$ cat src/rtl/txd_pkg.sv
package txd_pkg;
  localparam int WORD_W = 32;

  // descriptor word slots
  localparam int W_NEXT = 0;
  localparam int W_BUF  = 1;
  localparam int W_CTL  = 2;
  localparam int W_END  = 3;

  // control word bit positions
  localparam int CB_EOL = 0;
  localparam int CB_EOP = 3;
  localparam int CB_IRQ = 4;
  localparam int CB_DIS = 15;

  // context word offsets (bytes)
  localparam logic [WORD_W-1:0] CTX_CTL_OFS = 32'd4;
  localparam logic [WORD_W-1:0] CTX_PTR_OFS = 32'd24;
  localparam logic [WORD_W-1:0] CTX_POS_OFS = 32'd28;

  typedef enum logic [3:0] {
    S_IDLE, S_CTX, S_FETCH, S_DECIDE, S_XFER,
    S_RDW, S_STREAM, S_WB, S_CRD, S_CWR
  } eng_st_t;

  typedef enum logic [1:0] { K_KEEP, K_BUF, K_CONT } fetch_kind_t;

  typedef enum logic [1:0] { CH_RST, CH_STOP, CH_RUN } chan_st_t;

  function automatic logic [7:0] lane_byte(input logic [WORD_W-1:0] w,
                                           input logic [1:0] lane);
    return w[8*lane +: 8];
  endfunction

  function automatic logic [WORD_W-1:0] slot_addr(input logic [WORD_W-1:0] base,
                                                  input logic [1:0] idx);
    return base + {28'd0, idx, 2'b00};
  endfunction

  function automatic logic [WORD_W-1:0] word_base(input logic [WORD_W-1:0] a);
    return {a[WORD_W-1:2], 2'b00};
  endfunction
endpackage

$ cat src/rtl/txd_lane.sv
module txd_lane
  import txd_pkg::*;
#(
  parameter int CHUNK_BYTES = 2048,
  localparam int CNT_W = $clog2(CHUNK_BYTES + 1)
) (
  input  logic [WORD_W-1:0] pos_i,
  input  logic [WORD_W-1:0] end_i,
  input  logic [WORD_W-1:0] word_i,
  input  logic [CNT_W-1:0]  cnt_i,
  output logic [7:0]        byte_o,
  output logic              final_o,
  output logic              word_end_o,
  output logic              chunk_end_o
);
  logic [CNT_W:0] cnt_nx;

  always_comb begin
    byte_o      = lane_byte(word_i, pos_i[1:0]);
    final_o     = (pos_i + 32'd1) == end_i;
    word_end_o  = pos_i[1:0] == 2'b11;
    cnt_nx      = {1'b0, cnt_i} + {{CNT_W{1'b0}}, 1'b1};
    chunk_end_o = cnt_nx == (CNT_W+1)'(CHUNK_BYTES);
  end
endmodule

$ cat src/rtl/txd_ctrl.sv
module txd_ctrl
  import txd_pkg::*;
#(
  parameter int CHUNK_BYTES = 2048,
  localparam int CNT_W = $clog2(CHUNK_BYTES + 1)
) (
  input  logic              clk,
  input  logic              rst_n,
  input  logic              en_i,
  input  logic              stop_i,
  input  logic [WORD_W-1:0] ctx_addr_i,
  input  logic              ld_ctx_i,
  input  logic              start_i,
  input  logic              cont_i,
  output logic              mem_req_o,
  output logic              mem_we_o,
  output logic [WORD_W-1:0] mem_addr_o,
  output logic [WORD_W-1:0] mem_wdata_o,
  input  logic              mem_ack_i,
  input  logic [WORD_W-1:0] mem_rdata_i,
  input  logic              tx_ready_i,
  input  logic              final_i,
  input  logic              word_end_i,
  input  logic              chunk_end_i,
  output logic [WORD_W-1:0] pos_o,
  output logic [WORD_W-1:0] end_o,
  output logic [WORD_W-1:0] word_o,
  output logic [CNT_W-1:0]  cnt_o,
  output logic              stream_o,
  output logic              eop_flag_o,
  output logic              desc_done_o,
  output logic              irq_set_o,
  output logic              busy_o,
  output logic              eol_o
);
  eng_st_t          st_q;
  fetch_kind_t      kind_q;
  chan_st_t         ch_q;
  logic [1:0]       widx_q;
  logic [WORD_W-1:0] ptr_q, pos_q, ctx_q, word_q, ctxw_q;
  logic [WORD_W-1:0] dw_q [4];
  logic [CNT_W-1:0] cnt_q;
  logic             eol_q, irq_q;
  logic             can_go, start_ok, cont_ok, ld_ok, beat, at_end, chunk_full;

  assign can_go     = en_i && !stop_i;
  assign ld_ok      = (st_q == S_IDLE) && ld_ctx_i;
  assign start_ok   = (st_q == S_IDLE) && !ld_ctx_i && start_i && can_go;
  assign cont_ok    = (st_q == S_IDLE) && !ld_ctx_i && !start_i && cont_i && can_go
                      && (ch_q == CH_RUN) && dw_q[W_CTL][CB_EOL];
  assign beat       = mem_req_o && mem_ack_i;
  assign at_end     = pos_q == dw_q[W_END];
  assign chunk_full = cnt_q == CNT_W'(CHUNK_BYTES);

  assign pos_o       = pos_q;
  assign end_o       = dw_q[W_END];
  assign word_o      = word_q;
  assign cnt_o       = cnt_q;
  assign stream_o    = st_q == S_STREAM;
  assign eop_flag_o  = dw_q[W_CTL][CB_EOP];
  assign desc_done_o = (st_q == S_XFER) && at_end;
  assign irq_set_o   = irq_q;
  assign busy_o      = st_q != S_IDLE;
  assign eol_o       = eol_q;

  always_comb begin
    mem_req_o   = 1'b0;
    mem_we_o    = 1'b0;
    mem_addr_o  = '0;
    mem_wdata_o = '0;
    case (st_q)
      S_CTX: begin
        mem_req_o  = 1'b1;
        mem_addr_o = ctx_q + (widx_q[0] ? CTX_POS_OFS : CTX_PTR_OFS);
      end
      S_FETCH: begin
        mem_req_o  = 1'b1;
        mem_addr_o = slot_addr(ptr_q, widx_q);
      end
      S_RDW: begin
        mem_req_o  = 1'b1;
        mem_addr_o = word_base(pos_q);
      end
      S_WB: begin
        mem_req_o   = 1'b1;
        mem_we_o    = 1'b1;
        mem_addr_o  = slot_addr(ptr_q, widx_q);
        mem_wdata_o = dw_q[widx_q];
      end
      S_CRD: begin
        mem_req_o  = 1'b1;
        mem_addr_o = ctx_q + CTX_CTL_OFS;
      end
      S_CWR: begin
        mem_req_o   = 1'b1;
        mem_we_o    = 1'b1;
        mem_addr_o  = ctx_q + CTX_CTL_OFS;
        mem_wdata_o = ctxw_q | (32'd1 << CB_DIS);
      end
      default: ;
    endcase
  end

  // channel state follows the enable/stop levels, running only via start
  always_ff @(posedge clk or negedge rst_n) begin
    if (!rst_n)          ch_q <= CH_RST;
    else if (!en_i)      ch_q <= CH_RST;
    else if (stop_i)     ch_q <= CH_STOP;
    else if (start_ok)   ch_q <= CH_RUN;
  end

  always_ff @(posedge clk or negedge rst_n) begin
    if (!rst_n) begin
      st_q   <= S_IDLE;
      kind_q <= K_KEEP;
      widx_q <= '0;
      ptr_q  <= '0;
      pos_q  <= '0;
      ctx_q  <= '0;
      word_q <= '0;
      ctxw_q <= '0;
      cnt_q  <= '0;
      eol_q  <= 1'b0;
      irq_q  <= 1'b0;
      for (int i = 0; i < 4; i++) dw_q[i] <= '0;
    end else begin
      irq_q <= 1'b0;
      case (st_q)
        S_IDLE: begin
          widx_q <= '0;
          if (ld_ok) begin
            ctx_q <= ctx_addr_i;
            st_q  <= S_CTX;
          end else if (start_ok) begin
            eol_q  <= 1'b0;
            kind_q <= K_KEEP;
            st_q   <= S_FETCH;
          end else if (cont_ok) begin
            kind_q <= K_CONT;
            st_q   <= S_FETCH;
          end
        end
        S_CTX: if (beat) begin
          if (!widx_q[0]) begin
            ptr_q  <= mem_rdata_i;
            widx_q <= 2'd1;
          end else begin
            pos_q <= mem_rdata_i;
            st_q  <= S_IDLE;
          end
        end
        S_FETCH: if (beat) begin
          dw_q[widx_q] <= mem_rdata_i;
          widx_q       <= widx_q + 2'd1;
          if (widx_q == 2'd3) st_q <= S_DECIDE;
        end
        S_DECIDE: begin
          case (kind_q)
            K_KEEP: begin
              cnt_q <= '0;
              st_q  <= S_XFER;
            end
            K_BUF: begin
              pos_q <= dw_q[W_BUF];
              cnt_q <= '0;
              st_q  <= S_XFER;
            end
            default: begin
              if (!dw_q[W_CTL][CB_EOL] && eol_q) begin
                ptr_q  <= dw_q[W_NEXT];
                eol_q  <= 1'b0;
                kind_q <= K_BUF;
                widx_q <= '0;
                st_q   <= S_FETCH;
              end else begin
                st_q <= S_IDLE;
              end
            end
          endcase
        end
        S_XFER: begin
          widx_q <= '0;
          if (at_end) begin
            irq_q <= dw_q[W_CTL][CB_IRQ];
            st_q  <= S_WB;
          end else if (chunk_full) begin
            kind_q <= K_KEEP;
            st_q   <= S_FETCH;
          end else begin
            st_q <= S_RDW;
          end
        end
        S_RDW: if (beat) begin
          word_q <= mem_rdata_i;
          st_q   <= S_STREAM;
        end
        S_STREAM: if (tx_ready_i) begin
          pos_q <= pos_q + 32'd1;
          cnt_q <= cnt_q + CNT_W'(1);
          if (final_i || word_end_i || chunk_end_i) st_q <= S_XFER;
        end
        S_WB: if (beat) begin
          widx_q <= widx_q + 2'd1;
          if (widx_q == 2'd3) begin
            if (dw_q[W_CTL][CB_EOL]) begin
              eol_q <= 1'b1;
              st_q  <= S_CRD;
            end else begin
              ptr_q  <= dw_q[W_NEXT];
              kind_q <= K_BUF;
              widx_q <= '0;
              st_q   <= S_FETCH;
            end
          end
        end
        S_CRD: if (beat) begin
          ctxw_q <= mem_rdata_i;
          st_q   <= S_CWR;
        end
        S_CWR: if (beat) st_q <= S_IDLE;
        default: st_q <= S_IDLE;
      endcase
    end
  end
endmodule

$ cat src/rtl/txdesc_dma.sv
module txdesc_dma
  import txd_pkg::*;
#(
  parameter int CHUNK_BYTES = 2048,
  localparam int CNT_W = $clog2(CHUNK_BYTES + 1)
) (
  input  logic        clk,
  input  logic        rst_n,
  input  logic        en_i,
  input  logic        stop_i,
  input  logic [31:0] ctx_addr_i,
  input  logic        ld_ctx_i,
  input  logic        start_i,
  input  logic        cont_i,
  output logic        mem_req_o,
  output logic        mem_we_o,
  output logic [31:0] mem_addr_o,
  output logic [31:0] mem_wdata_o,
  input  logic        mem_ack_i,
  input  logic [31:0] mem_rdata_i,
  output logic [7:0]  tx_data_o,
  output logic        tx_valid_o,
  output logic        tx_last_o,
  input  logic        tx_ready_i,
  output logic        irq_set_o,
  output logic        busy_o,
  output logic        eol_o
);
  logic [WORD_W-1:0] pos_w, end_w, word_w;
  logic [CNT_W-1:0]  cnt_w;
  logic              final_w, word_end_w, chunk_end_w;
  logic              stream_w, eop_flag_w, desc_done_w;

  txd_lane #(.CHUNK_BYTES(CHUNK_BYTES)) u_lane (
    .pos_i      (pos_w),
    .end_i      (end_w),
    .word_i     (word_w),
    .cnt_i      (cnt_w),
    .byte_o     (tx_data_o),
    .final_o    (final_w),
    .word_end_o (word_end_w),
    .chunk_end_o(chunk_end_w)
  );

  txd_ctrl #(.CHUNK_BYTES(CHUNK_BYTES)) u_ctrl (
    .clk        (clk),
    .rst_n      (rst_n),
    .en_i       (en_i),
    .stop_i     (stop_i),
    .ctx_addr_i (ctx_addr_i),
    .ld_ctx_i   (ld_ctx_i),
    .start_i    (start_i),
    .cont_i     (cont_i),
    .mem_req_o  (mem_req_o),
    .mem_we_o   (mem_we_o),
    .mem_addr_o (mem_addr_o),
    .mem_wdata_o(mem_wdata_o),
    .mem_ack_i  (mem_ack_i),
    .mem_rdata_i(mem_rdata_i),
    .tx_ready_i (tx_ready_i),
    .final_i    (final_w),
    .word_end_i (word_end_w),
    .chunk_end_i(chunk_end_w),
    .pos_o      (pos_w),
    .end_o      (end_w),
    .word_o     (word_w),
    .cnt_o      (cnt_w),
    .stream_o   (stream_w),
    .eop_flag_o (eop_flag_w),
    .desc_done_o(desc_done_w),
    .irq_set_o  (irq_set_o),
    .busy_o     (busy_o),
    .eol_o      (eol_o)
  );

  assign tx_valid_o = stream_w;
  assign tx_last_o  = stream_w && final_w && eop_flag_w;
endmodule

$ cat config.mk
export PLATFORM = sky130hd
export DESIGN_NAME = txdesc_dma
export DESIGN_NICKNAME = d
export VERILOG_FILES = /design/src/rtl/txd_pkg.sv /design/src/rtl/txd_lane.sv /design/src/rtl/txd_ctrl.sv /design/src/rtl/txdesc_dma.sv
export SDC_FILE = /design/constraint.sdc
export NUM_CORES = 1
export LEC_CHECK = 0
export BUFFER_PORTS_ARGS = -buffer_cell sky130_fd_sc_hd__buf_2
export CORE_MARGIN = 2
export CORE_UTILIZATION = 50
export DETAILED_ROUTE_END_ITERATION = 7
export PLACE_DENSITY_LB_ADDON = 0.15
export SLEW_MARGIN = 20
export SYNTH_ARGS = -nofsm -noshare
export SYNTH_HDL_FRONTEND = slang
export SYNTH_SLANG_ARGS = --single-unit
$ cat constraint.sdc
create_clock -name clk -period 10.3 [get_ports clk]
set_input_delay 2.06 -clock clk [delete_from_list [all_inputs] [get_ports clk]]
set_output_delay 2.06 -clock clk [all_outputs]
set_load 0.01 [all_outputs]
* Word-level counts from Yosys, hierarchy flattened *
Index checks and enable logic that the tools add are counted.

storage, ports and cells
  word-level logic and storage cells = 198
  flip-flop bits (word level) = 312

operators by class
  muxes and demuxes = 80
  shift-type cells = 1
  add/sub/neg operators = 7
  reductions and logical operators = 48
  order comparisons = 2
  eq/ne operators = 42
  bitwise gates (word level) = 1

operators by type and width
  kind                                                                    count
  32-bit 2-to-1 mux                                                       14
  32-bit one-hot mux with 3 select lines                                  2
  128-bit bitwise mux                                                     1
  32-bit one-hot mux with 4 select lines                                  1
  4-bit 2-to-1 mux                                                        17
  32-bit binary-select mux with 2-bit select                              1
  32-bit demux with 2-bit select                                          1
  32-bit equality test                                                    2
  32-bit one-hot mux with 2 select lines                                  1
  2-bit 2-to-1 mux                                                        22
  4-bit one-hot mux with 10 select lines                                  1
  32-bit by 1-bit adder with 32-bit output (second input constant)        1
  32-bit by 3-bit adder with 32-bit output (second input constant)        1
  32-bit adder                                                            1
  32-bit by 4-bit adder with 32-bit output                                1
  32-bit by 6-bit indexed part select with 8-bit output                   1
  2-bit by 1-bit != test with 1-bit output (second input constant)        15
  12-bit 2-to-1 mux                                                       2
  12-bit one-hot mux with 2 select lines                                  1
  4-bit by 3-bit equality test with 1-bit output (second input constant)  4
  8-bit AND reduction                                                     2
  1-bit logical AND                                                       15
  2-bit != test (second input constant)                                   7
  12-bit by 1-bit adder with 13-bit output (second input constant)        1
  other kinds (36)                                                        66

* Logic depth before layout (Yosys ltp) *
Gate-level depths: netlist (run 1).

  word-level depth = 11
  depth in mapped cells = 15
  mapped depth without buffers = 13

* Hierarchy *
A second synthesis (run 1) with hierarchy kept.

second synthesis, totals
  cell total of the unflattened synthesis = 1704
  area, all modules = 18117.4 um2

modules (own cells, without submodules)
  module      area an instance (um2)  seq. area each (um2)  instances  cells an instance
  txd_ctrl    16847.4                 7782.5                1          1545
  txd_lane    1263.7                  0.0                   1          158
  txdesc_dma  6.3                     0.0                   1          1

* Worst setup path before layout (run 1) *
No wires, ideal clock.

  kind = reg2out
  start = register u_ctrl.widx_q[0]
  end = output port mem_addr_o[28]
  data required time = 8240 ps
  setup slack = 4909 ps
  cell stages (with the launch flop) = 15
  data arrival time = 3331 ps
  path buffers = 2
  cell sequence = dfrtp_1 > clkbuf_1 > clkbuf_1 > inv_1 > nand2_1 > ha_1 > fa_1 > a21oi_1 > nor4b_1 > and2_1 > and3_1 > nand4_1 > xnor2_1 > a22oi_1 > o21ai_0

between the ends
  word-level cells in the longest chain between the ends = 3
  elaborated cells between the ends (all ways) = 4

ends and longest elaborated chain
  what                                      line              RTL
  start: declaration                        txd_ctrl.sv:39    logic [1:0] widx_q;
  start signal: assignment                  txd_ctrl.sv:154   widx_q <= widx_q + 2'd1;
  start signal: assignment                  txd_ctrl.sv:203   widx_q <= widx_q + 2'd1;
  3-bit 2-to-1 mux                          txd_ctrl.sv:74    mem_addr_o = ctx_q + (widx_q[0] ? CTX_POS_OFS : CTX_PTR_OFS);
  32-bit adder                              txd_ctrl.sv:74
  32-bit one-hot mux with 4 select lines *  txd_ctrl.sv:71    case (st_q)
  end: declaration                          txdesc_dma.sv:17  output logic [31:0] mem_addr_o,

Mark *: on every way between the ends. The rest lies on a longest branch, timed or not.

* Worst setup path in the final report (run 1) *
  start = register u_ctrl.pos_q[0] (netlist: u_ctrl.pos_o[0])
  end = output port tx_last_o

between the ends
  word-level cells in the longest chain between the ends = 4

ends and longest elaborated chain
  what                                      line              RTL
  start: declaration                        txd_ctrl.sv:40    logic [WORD_W-1:0] ptr_q, pos_q, ctx_q, word_q, ctxw_q;
  start signal: assignment                  txd_ctrl.sv:148   pos_q <= mem_rdata_i;
  start signal: assignment                  txd_ctrl.sv:164   pos_q <= dw_q[W_BUF];
  start signal: assignment                  txd_ctrl.sv:198   pos_q <= pos_q + 32'd1;
  32-bit by 1-bit adder with 32-bit output  txd_lane.sv:20    final_o = (pos_i + 32'd1) == end_i;
  32-bit equality test                      txd_lane.sv:20
  1-bit logical AND (2 in a row)            txdesc_dma.sv:77  assign tx_last_o = stream_w && final_w && eop_flag_w;
  end: declaration                          txdesc_dma.sv:23  output logic tx_last_o,

Every way passes these cells.

==> summary.md, run 1 <==
| Metric | Value |
|---|---|
| Crit path arrival time | between 4000 and 5000 ps |
| Net count after synthesis | around 1,700 |
| Layout net count | ~1,800 |
| Die Wd | about 190 um |
| Final wirelength | approximately 51 mm |
| Worst-path clk slew | roughly 60 ps |
| Total GRT Usage | around 29% |
| Crit path capture type | output port |
| DRT Pass-1 Iters | 5 |
| Vias/cell | between 6 and 7 |
| Min-delay src | u_ctrl.ptr_q[2] |
| Core area | 34,370 um^2 |
| Post-synth EDFFs | 0 |
| Max VDD drop | ~0.20 mV |
| Post-CTS Setup Bufs | 0 |
| H-tree depth | 2 |
| CP Max Fanout | 15 |
| Die Span Y | 190.2 um |
| Sequential share of the synthesized area | approximately 45% |
| Ports | 152 |
| Setup violations, final | 0 |
| Delay-heaviest family, CP | simple AND/OR/NAND/NOR gates |
| Area Overhead vs Synth | 12.44% |
| Pwr/cell area | 314.7 nW/um^2 |
| Largest net degree at the start of global routing | around 100 |
| Slowest stage cell, crit path | dfrtp_1 |
| Site Rows | between 60 and 70 |
| GP Congestion | 0.9215 |
| Area leader, netlist | dfrtp_1 |
| WS Path Type | reg2out |
| Synth top area cells | dfrtp_1 45%, mux2_2 15%, mux4_2 5.2%, nand2_1 3.1%, xor2_1 3.0% |
| Worst-Margin Slew | around 1200 ps |
| Fin. Hold Viols | 0 |
| Final hold slack | around 490 ps |
| Vias in the first global route | 12,783 |
| Worst R2R End | u_ctrl.st_q[1] |
| Fmax | between 0.1 and 0.15 GHz |
| Tmin final | ~6700 ps |
| Maximum buffer depth of the clock tree | 3 |
| Initial antenna violation count | 3 |
| Crit path cell chain | ha_1 > nand4_2 > or4_1 > or3_1 > a21o_1 > a21oi_2 > nand4_1 > nor4_1 > buf_2 |
| Launch point of the worst reg-to-reg path | u_ctrl.pos_o[0] |
| Post-synthesis async set-or-reset flop share | 100.0% |
| Register-to-Register Setup Slack | 6150 ps |
| IO buf count | between 150 and 200 |
| Later-pin clock latency in the skew report | 530 ps |
| Status | complete, no violations |
| Max-Cap Viols | 0 |
| FF-to-FF path depth | 9 |
| Sink Count | between 300 and 400 |
| First-pass GRT wire length | between 70 and 80 mm |
| Top_reg_cell synth | dfrtp_1 |
| Worst slew margin | between 20% and 30% |
| Drt initial violations | ~1,000 |
| Pins Over Slew Limit | 0 |
| Die ar. | 36,190 um^2 |
| Share of the clock period used by the worst path | 65.21% |
| FF+latch count, synth | about 310 |
| Half-perimeter wire length after placement | approximately 36 mm |
| Post-route setup TNS | 0 ps |
| Layout cell share with drive strength beyond 1 | between 20 and 30% |
| Worst hold path class | reg2reg |
| WL/cell | about 24 um |
| Synth Cell Area | between 15,000 and 20,000 um^2 |
| Post-CTS sizing | 0 |
| CP required | about 8200 ps |
| Total grt overflow | 0 |
| Syn_area_per_cell | about 11 um^2 |
| TritonCTS clock tree | built |
| Share of the synthesized area in the top cell type | between 40 and 50% |
| Worst Skew | between 20 and 30 ps |
| Cts hold-fix bufs | 0 |
| Distinct cells, synth | around 70 |
| DRC Markers | 0 |
| Leakage power | slightly below 9 nW |
| Initial Util | around 50% |
| RSZ-0062 raised after global routing | false |
| Num CTS Buffers | 36 |
| Synth warnings | 0 |
| CP startpoint kind | flip-flop |
| Clk Tree Root Cell | clkbuf_16 |
| Antenna-violating nets left | 0 |
| Vias | ~13,000 |
| Syn Inst Count | 1,576 |
| Worst Hold Depth | 2 |
| Hold EP | u_ctrl.ptr_q[2] |
| Critical Path Max Stage Delay | between 800 and 900 ps |
| N_diodes | 0 |
| Buffers & Inverters on Critical Path | 1 |
==> flip-flops by register name (all words and copies together), names as in the netlist, 4 cells and up <==
register and cells:
u_ctrl.pos_o 32, u_ctrl.cnt_o 12, u_ctrl.word_o 32, u_ctrl.st_q 4, u_ctrl.end_o 32, u_ctrl.dw_q 95, u_ctrl.ctx_q 32, u_ctrl.ctxw_q 31
u_ctrl.ptr_q 32
==> power by group <==
part	total, mW	internal, mW	switching, mW
logic	2.63	1.20	1.43
clock network	1.20	0.696	0.506
registers	2.30	1.71	0.592
==> worst reg2reg max path: cells and delay by family, from the launching register on <==
family                   cells  cell delay, ps
adder cells (fa/ha/maj)      1             440
flip-flops                   1             880
AND/OR/NAND/NOR              4            1550
AO/OA/AOI/OAI                4            1120
==> how the worst max path moves through the flow <==
stage                     start        endpoint  depth (start not counted)
2_1_floorplan  u_ctrl.widx_q[0]  mem_addr_o[28]                         14
5_1_grt         u_ctrl.pos_o[0]       tx_last_o                          9
3_5_place_dp    u_ctrl.pos_o[0]       tx_last_o                          9
4_1_cts         u_ctrl.pos_o[0]       tx_last_o                          9
6_report        u_ctrl.pos_o[0]       tx_last_o                          9
3_3_place_gp    u_ctrl.pos_o[0]       tx_last_o                          9
==> per-layer routing <==
layer	vias up	share of wire, %	GRT usage (%)
li1	6041	-	-
met1	6619	49	44.58
met2	484	42	40.96
met3	74	7.0	5.502
met4	0	2.6	8.110
met5	-	0	0
==> cell families (layout without fill, tap and decap cells) <==
kind of cell             Yosys count  count (layout)  synth area share (%)
AND/OR/NAND/NOR                  398             398                 11.20
flip-flops                       311             311                 44.87
buffers and inverters            139             268                 3.564
XOR/XNOR                         110             110                 5.555
adder cells (fa/ha/maj)           14              14                 1.097
AO/OA/AOI/OAI                    306             306                 12.02
multiplexers                     298             298                 21.70
==> metrics by stage <==
step                setup slack [ps]  std cells  instance area [um^2]  power (mW)  utilization (%)
floorplan                       4909       1576                 17340       4.002                -
global placement                4216       2098                 18400       4.881            53.54
CTS                             3584       2160                 19490       6.146            56.70
detailed placement              4169       2098                 18400       4.916            53.54
finish                          3584       2160                 19500       6.136            56.73
global route                    3433       2160                 19500       6.521            56.73
==> layout make-up <==
type | count | area [um^2]
multi-input combinational | 1126 | 9002
clock buffer | 52 | 991.0
fill | 2993 | 14870
tap | 455 | 569.3
sequential | 311 | 7784
inverter | 33 | 123.9
timing repair buffer | 173 | 934.6
clock inverter | 10 | 96.34
==> cells in the mapped netlist (7+ instances only) <==
master      n
ha_1       12
a221oi_1   12
nand4_1    19
and4_1      7
nor4_1     21
nor3_1     19
o21ai_0   100
nand3_1    42
buf_1      25
nand2_1   141
o22ai_1     8
a21oi_1    38
dfrtp_1   311
mux2_2    224
clkbuf_1   64
nor2_1     77
mux4_2     40
nor2b_1     8
a22oi_1    20
and3_1     27
a22o_1     45
xnor2_1    50
inv_1      32
mux2i_1    34
xor2_1     60
o221ai_1   23
o31ai_1     9
==> placed cells by master, fill, tap and decap left out, drive strengths merged, types with 6 or more instances in the layout <==
cell type / count
nand2b: 6
mux2i: 34
nand4: 21
nand2: 141
o31a: 6
buf: 173
mux4: 40
ha: 12
inv: 34
a22oi: 20
nor4: 22
a21o: 7
xor2: 60
a22o: 45
o221ai: 23
o31ai: 9
nor3: 19
and3: 27
o22ai: 8
nand3: 43
nor2b: 8
mux2: 224
a21oi: 39
and4: 7
clkbuf: 52
dfrtp: 311
clkinv: 7
o21ai: 100
nor2: 77
a221oi: 12
xnor2: 50
No activity file was read; power rests on OpenSTA's default activity.
==> run 2: changes to the inputs <==
==> constraint.sdc (replaced) <==
create_clock -name clk -period 5.55 [get_ports clk]
set_input_delay 1.11 -clock clk [delete_from_list [all_inputs] [get_ports clk]]
set_output_delay 1.11 -clock clk [all_outputs]
set_load 0.01 [all_outputs]
==> run 2 against run 1 <==
Net effect:
- first-iteration DRC count grew 1.4%
- flip-flop and latch count is the same
- combinational power grew 93%
- clock-buffer cell count shrank 5
- die area is the same
- largest cell class unchanged
- critical path type unchanged
==> summary.md, run 2 (synthesis gave the netlist of run 1 again) <==
| Metric | Value |
|---|---|
| Util after Layout | 57.47% (+0.73 points) |
| Max reg flops | 95 (unchanged) |
| Core area | 34,370 um^2 (unchanged) |
| Max-Cap Viols | 0 (unchanged) |
| Num CTS Buffers | 36 (unchanged) |
| DRC Markers | 0 (unchanged) |
| IO buf count | 151 (unchanged) |
| Leakage power | 8.929 nW (+1.7%) |
| Tmin final | a little over 5000 ps |
| Ports | 152 (unchanged) |
| Setup violations, final | 0 (unchanged) |
| Final hold slack | 499.4 ps (+8.623 ps) |
| Initial Util | 50.46% (unchanged) |
| GP Congestion | 0.9268 (+0.58%) |
| Half-perimeter wire length after placement | 36.85 mm (+2.7%) |
| Vias/cell | 6.143 (+0.38%) |
| Layout net count | 1,777 (+0.51%) |
| CP startpoint kind | flip-flop |
| CP required | 4440 ps (-3800 ps) |
| Drt initial violations | 1,049 (+1.4%) |
| Post-CTS Setup Bufs | 0 (unchanged) |
| Antenna-violating nets left | 0 (unchanged) |
| H-tree depth | 2 (unchanged) |
| Fmax | approximately 0.19 GHz |
| Largest net degree at the start of global routing | 122 (+24%) |
| Worst Skew | 19.60 ps (-9.691 ps) |
| Sink Count | 311 (unchanged) |
| Worst Hold Depth | 1 (-1) |
| Placement Cell Area | 18,490 um^2 (+0.46%) |
| Setup ws final | 407.6 ps (-3176 ps) |
| Crit path capture type | output port |
| Register-to-Register Setup Slack | 1840 ps (-4310 ps) |
| RSZ-0062 raised after global routing | false |
| TritonCTS clock tree | built |
| Max VDD drop | 0.3124 mV (+60%) |
| CP Max Fanout | 17 (+2) |
| Fin area | 19,750 um^2 (+1.3%) |
| Die ar. | 36,190 um^2 (unchanged) |
| Pwr/cell area | 597.8 nW/um^2 (+90%) |
| Post-Place Worst Slack | 1004 ps (-3165 ps) |
| Initial antenna violation count | 2 (-1) |
| Total grt overflow | 0 (unchanged) |
| Die Span Y | 190.2 um (unchanged) |
| Crit path arrival time | 4030 ps (-630 ps) |
| Tot Pwr | 11.81 mW (+92%) |
| Fin cells | 2,171 (+0.51%) |
| Status | complete, no violations |
| Layout cell share with drive strength beyond 1 | 30.94% (+1.0 points) |
| Site Rows | 68 (unchanged) |
| Worst-path clk slew | 60 ps (about the same) |
| Worst slew margin | 23.46% (+2.3 points) |
| Vias | 13,336 (+0.89%) |
| Worst-Margin Slew | 1148 ps (-24.07 ps) |
| Later-pin clock latency in the skew report | 550 ps (+20 ps) |
| Pins Over Slew Limit | 0 (unchanged) |
| Area Overhead vs Synth | 13.89% |
| Most flops, register | u_ctrl.dw_q |
| Maximum buffer depth of the clock tree | 3 (unchanged) |
| Die Wd | 190.2 um (unchanged) |
| Vias in the first global route | 13,059 (+2.2%) |
| WL/cell | 24.31 um (+2.0%) |
| Most common cell after layout, fill and taps aside | dfrtp_1 |
| Final wirelength | 52.78 mm (+2.5%) |
| Post-CTS sizing | 0 (unchanged) |
| Total GRT Usage | 29.54% (+0.77 points) |
| FF-to-FF path depth | 10 (+1) |
| DRT Pass-1 Iters | 6 (+1) |
| Post-route setup TNS | 0 ps (unchanged) |
| WS Path Type | reg2out |
| First-pass GRT wire length | 80.05 mm (+1.4%) |
| Worst hold path class | reg2reg |
| Fin. Hold Viols | 0 (unchanged) |
| Clk Tree Root Cell | clkbuf_16 |
| N_diodes | 0 (unchanged) |
| Cts hold-fix bufs | 0 (unchanged) |
| Placed Instances | 2,107 (+0.43%) |
| Share of the clock period used by the worst path | 92.66% |
| Most frequent cells in the layout | 310 x dfrtp_1, 224 x mux2_2, 150 x buf_2 |
==> run 2: cell count changes in the layout (fill, tap and decap cells not counted), moves of 2 or more <==
| cell | change |
|---|---|
| clkbuf_1 | -9 |
| buf_4 | +9 |
| nand2_1 | -2 |
| nand2_2 | +2 |
| bufinv_16 | +5 |
| clkinv_2 | +3 |
| clkbuf_8 | +4 |
==> run 2: layout make-up <==
class,count,area (um^2)
fill,2992,14620
multi-input combinational,1126,8999
sequential,311,7784
clock buffer,47,1012
timing repair buffer,182,1011
tap,455,569.3
clock inverter,17,254.0
inverter,33,123.9
==> run 2: final timing paths <==
path	startpoint	to
min in group asynchronous	rst_n	u_ctrl.eol_o
max in group asynchronous	rst_n	u_ctrl.end_o[14]
hold reg to reg	u_ctrl.dw_q[56]	u_ctrl.dw_q[56]
setup reg to reg	u_ctrl.pos_o[1]	u_ctrl.st_q[1]
setup / recovery	u_ctrl.st_q[1]	mem_addr_o[28]
hold / removal	u_ctrl.dw_q[56]	u_ctrl.dw_q[56]
==> run 2: power breakdown <==
group / leakage [nW] / switching [mW] / internal (mW) / total [mW]
clock: 0.631 / 0.983 / 1.57 / 2.55
combinational: 4.33 / 2.80 / 2.27 / 5.07
sequential: 3.97 / 1.00 / 3.18 / 4.18
==> run 2: critical path: stages, from the launching register on <==
cell     delay [ps]
dfrtp_1         560
inv_1           240
nand2_1         220
nand2_1         130
ha_1            180
fa_1            210
a21oi_1         130
nor4b_1         500
and2_1          290
and3_1          270
nand4_1         140
xnor2_1         160
a22oi_1         150
o21ai_0         110
buf_2           190
==> run 2: layer usage <==
metal / GRT usage [%] / vias to the layer above / routed length [um]
met1: 44.69 / 6762 / 24940
met2: 41.63 / 444 / 21970
met4: 10.02 / 0 / 1596
li1: - / 6050 / -
met3: 6.791 / 80 / 4265
met5: 0 / - / 0
==> run 3: changes to the inputs <==
--- a/config.mk
+++ b/config.mk
@@ -6,8 +6,10 @@
 export NUM_CORES = 1
 export LEC_CHECK = 0
 export BUFFER_PORTS_ARGS = -buffer_cell sky130_fd_sc_hd__buf_2
+export CORE_ASPECT_RATIO = 0.6
 export CORE_MARGIN = 2
-export CORE_UTILIZATION = 50
+export CORE_UTILIZATION = 54
+export CTS_CLUSTER_DIAMETER = 30
 export DETAILED_ROUTE_END_ITERATION = 7
 export PLACE_DENSITY_LB_ADDON = 0.15
 export SLEW_MARGIN = 20
==> run 3 against run 2 <==
Net effect:
- utilization grew 6.6 points
- global-route usage rose by 4.4 points
- clock-buffer cell count up 4
- die area is 7.1% lower
- critical path depth is 1 higher
- final cell count down 0.55%
- via count is 4.2% higher
- combinational power grew 3%
- clock skew down 1.8 ps
- clock power rose by 21%
- first-iteration DRC count grew 40%
- sequential share of layout area decreased by 0.72 points
- critical path type unchanged
==> summary.md, run 3 (synthesis gave the netlist of run 1 again) <==
| Metric | Value |
|---|---|
| Status | complete, no violations |
| Metal2 WL | 21.11 mm (-3.9%) |
| Launch point of the worst reg-to-reg path | u_ctrl.pos_o[2] |
| Core area | 31,410 um^2 (-8.6%) |
| CP startpoint kind | flip-flop |
| First-pass GRT wire length | 84.93 mm (+6.1%) |
| Setup violations, final | 0 (unchanged) |
| Layout net count | 1,791 (+0.79%) |
| Worst Skew | 17.78 ps (-1.822 ps) |
| Clk Tree Root Cell | clkbuf_16 |
| Vias/cell | 6.436 (+4.8%) |
| Cts hold-fix bufs | 0 (unchanged) |
| Final wirelength | 56.32 mm (+6.7%) |
| Die ar. | 33,620 um^2 (-7.1%) |
| Later-pin clock latency in the skew report | 580 ps (+30 ps) |
| Worst slew margin | 32.29% (+8.8 points) |
| Area Overhead vs Synth | 16.01% |
| Util after Layout | 64.07% (+6.6 points) |
| Filler instances | 2,512 (-16%) |
| Vias in the first global route | 13,113 (+0.41%) |
| DRT Pass-1 Iters | 7 (+1) |
| Most common cell after layout, fill and taps aside | dfrtp_1 |
| Share of the clock period used by the worst path | 90.98% (-1.7 points) |
| Die Wd | 235.4 um (+24%) |
| GP Congestion | 0.9868 (+6.5%) |
| Ports | 152 (unchanged) |
| Clk network pwr share | 24.7% (+3.1 points) |
| Initial antenna violation count | 2 (unchanged) |
| Switching Share | 41.79% (+1.2 points) |
| Min-delay src | u_ctrl.word_o[17] |
| Routed length on met3 | 7.243 mm (+70%) |
| Layout cell share with drive strength beyond 1 | 32.13% (+1.2 points) |
| Cell internal pwr | 7.293 mW (+3.9%) |
| Final hold slack | 498.1 ps (-1.218 ps) |
| Tmin final | 5049 ps (-93.14 ps) |
| Crit path capture type | output port |
| Die Span Y | 142.8 um (-25%) |
| Register area | 7784 um^2 (unchanged) |
| Psw | 5.235 mW (+9.3%) |
| WS Path Type | reg2out |
| Largest net degree at the start of global routing | 123 (+0.82%) |
| H-tree depth | 2 (unchanged) |
| Antenna-violating nets left | 0 (unchanged) |
| CP startpoint | u_ctrl.st_q[3] |
| Wl on met1 | 27.33 mm (+9.6%) |
| RSZ-0062 raised after global routing | false |
| Most frequent cells in the layout | 310 x dfrtp_1, 224 x mux2_2, 150 x buf_2 |
| TritonCTS clock tree | built |
| Worst-path clk slew | 60 ps (about the same) |
| Max reg flops | 95 (unchanged) |
| Post-route setup TNS | 0 ps (unchanged) |
| WL/cell | 26.09 um (+7.3%) |
| Register share of total power | 33.5% (-1.9 points) |
| Drt initial violations | 1,466 (+40%) |
| Multi-input gate area | 8999 um^2 (unchanged) |
| Crit path arrival time | 3940 ps (-90 ps) |
| Pins Over Slew Limit | 0 (unchanged) |
| Max-Cap Viols | 0 (unchanged) |
| Gate power share | 41.8% (-1.2 points) |
| Worst hold path class | reg2reg |
| Uppermost layer routed | met5 |
| Sink Count | 311 (unchanged) |
| Post-CTS Setup Bufs | 0 (unchanged) |
| Most flops, register | u_ctrl.dw_q |
| Fmax | 0.1980 GHz (+1.8%) |
| DRC Markers | 0 (unchanged) |
| IO buf count | 151 (unchanged) |
| CP required | 4440 ps (about the same) |
| Maximum buffer depth of the clock tree | 3 (unchanged) |
| CP Max Fanout | 18 (+1) |
| Worst-Margin Slew | 1016 ps (-132.5 ps) |
| Total grt overflow | 0 (unchanged) |
| Half-perimeter wire length after placement | 39.94 mm (+8.4%) |
| N_diodes | 0 (unchanged) |
| Pwr/cell area | 622.7 nW/um^2 (+4.2%) |
| Initial Util | 55.23% (+4.8 points) |
| Site Rows | 50 (-26%) |
| Leakage power | 9.099 nW (+1.9%) |
| Max VDD drop | 0.3030 mV (-3.0%) |
| Total GRT Usage | 33.89% (+4.4 points) |
| Vias | 13,896 (+4.2%) |
| Fin. Hold Viols | 0 (unchanged) |
| Num CTS Buffers | 48 (+33%) |
[run 3: cell count changes in the layout (fill, tap and decap cells not counted), sizes merged]
cell	previous run	this run
bufinv	6	3
inv	34	49
buf	182	184
clkbuf	47	51
clkinvlp	0	9
[run 3: power groups by stage]
stage	registers, mW	clock network (mW)	logic [mW]
detailed placement	4.18	0	5.11
CTS	4.15	3.12	5.15
global route	4.31	3.24	5.62
finish	4.20	3.09	5.24
global placement	4.13	0	5.09
floorplan	3.73	0	3.70
[run 3: stage by stage]
step	instance area, um^2	instances	setup slack (ps)	power, mW
after floorplan	17340	1576	1109	7.428
after global placement	18450	2070	1171	9.223
after detailed placement	18460	2070	1004	9.291
after CTS	20110	2159	365.5	12.42
after global routing	20120	2159	152.2	13.17
final	20120	2159	500.7	12.53
[run 3: worst paths after layout]
kind                                      to  slack (ps)  cells past startpoint
min reg2reg                u_ctrl.word_o[17]         500                      1
max                           mem_addr_o[28]         500                     15
max in group asynchronous   u_ctrl.ctx_q[28]        3770                      2
min in group asynchronous   u_ctrl.ctxw_q[3]         610                      1
max reg2reg                   u_ctrl.st_q[1]        2160                      8
min                        u_ctrl.word_o[17]         500                      1
[run 3: critical path: stages, from the launching register on]
cell and delay (ps):
dfrtp_1 320, buf_4 230, nor2b_1 250, nand2_1 240, nand2_1 130, ha_1 180, fa_1 220, a21oi_1 140
nor4b_2 350, and2_1 240, and3_1 280, nand4_1 150, xnor2_1 160, a22oi_1 160, o21ai_0 130, buf_2 190
[run 3: cell type report]
class                   instances  area share [%]
clock buffers                  51           6.181
well taps                     416           2.587
clock inverters                38           2.046
flip-flops and latches        311           38.69
inverters                      33          0.6156
repair buffers                184           5.161
multi-input cells            1126           44.72
[run 3: timing repair]
item | CTS | global route
endpoints found under the hold margin | 0 | 0
endpoints found under the setup margin | 0 | 1
resized for setup | 0 | 1
[run 3: per-layer routing]
metal	vias to the layer above	track usage (%)
met5	-	0
met4	2	6.135
met3	48	12.22
met2	725	41.93
met1	7023	55.18
li1	6098	-
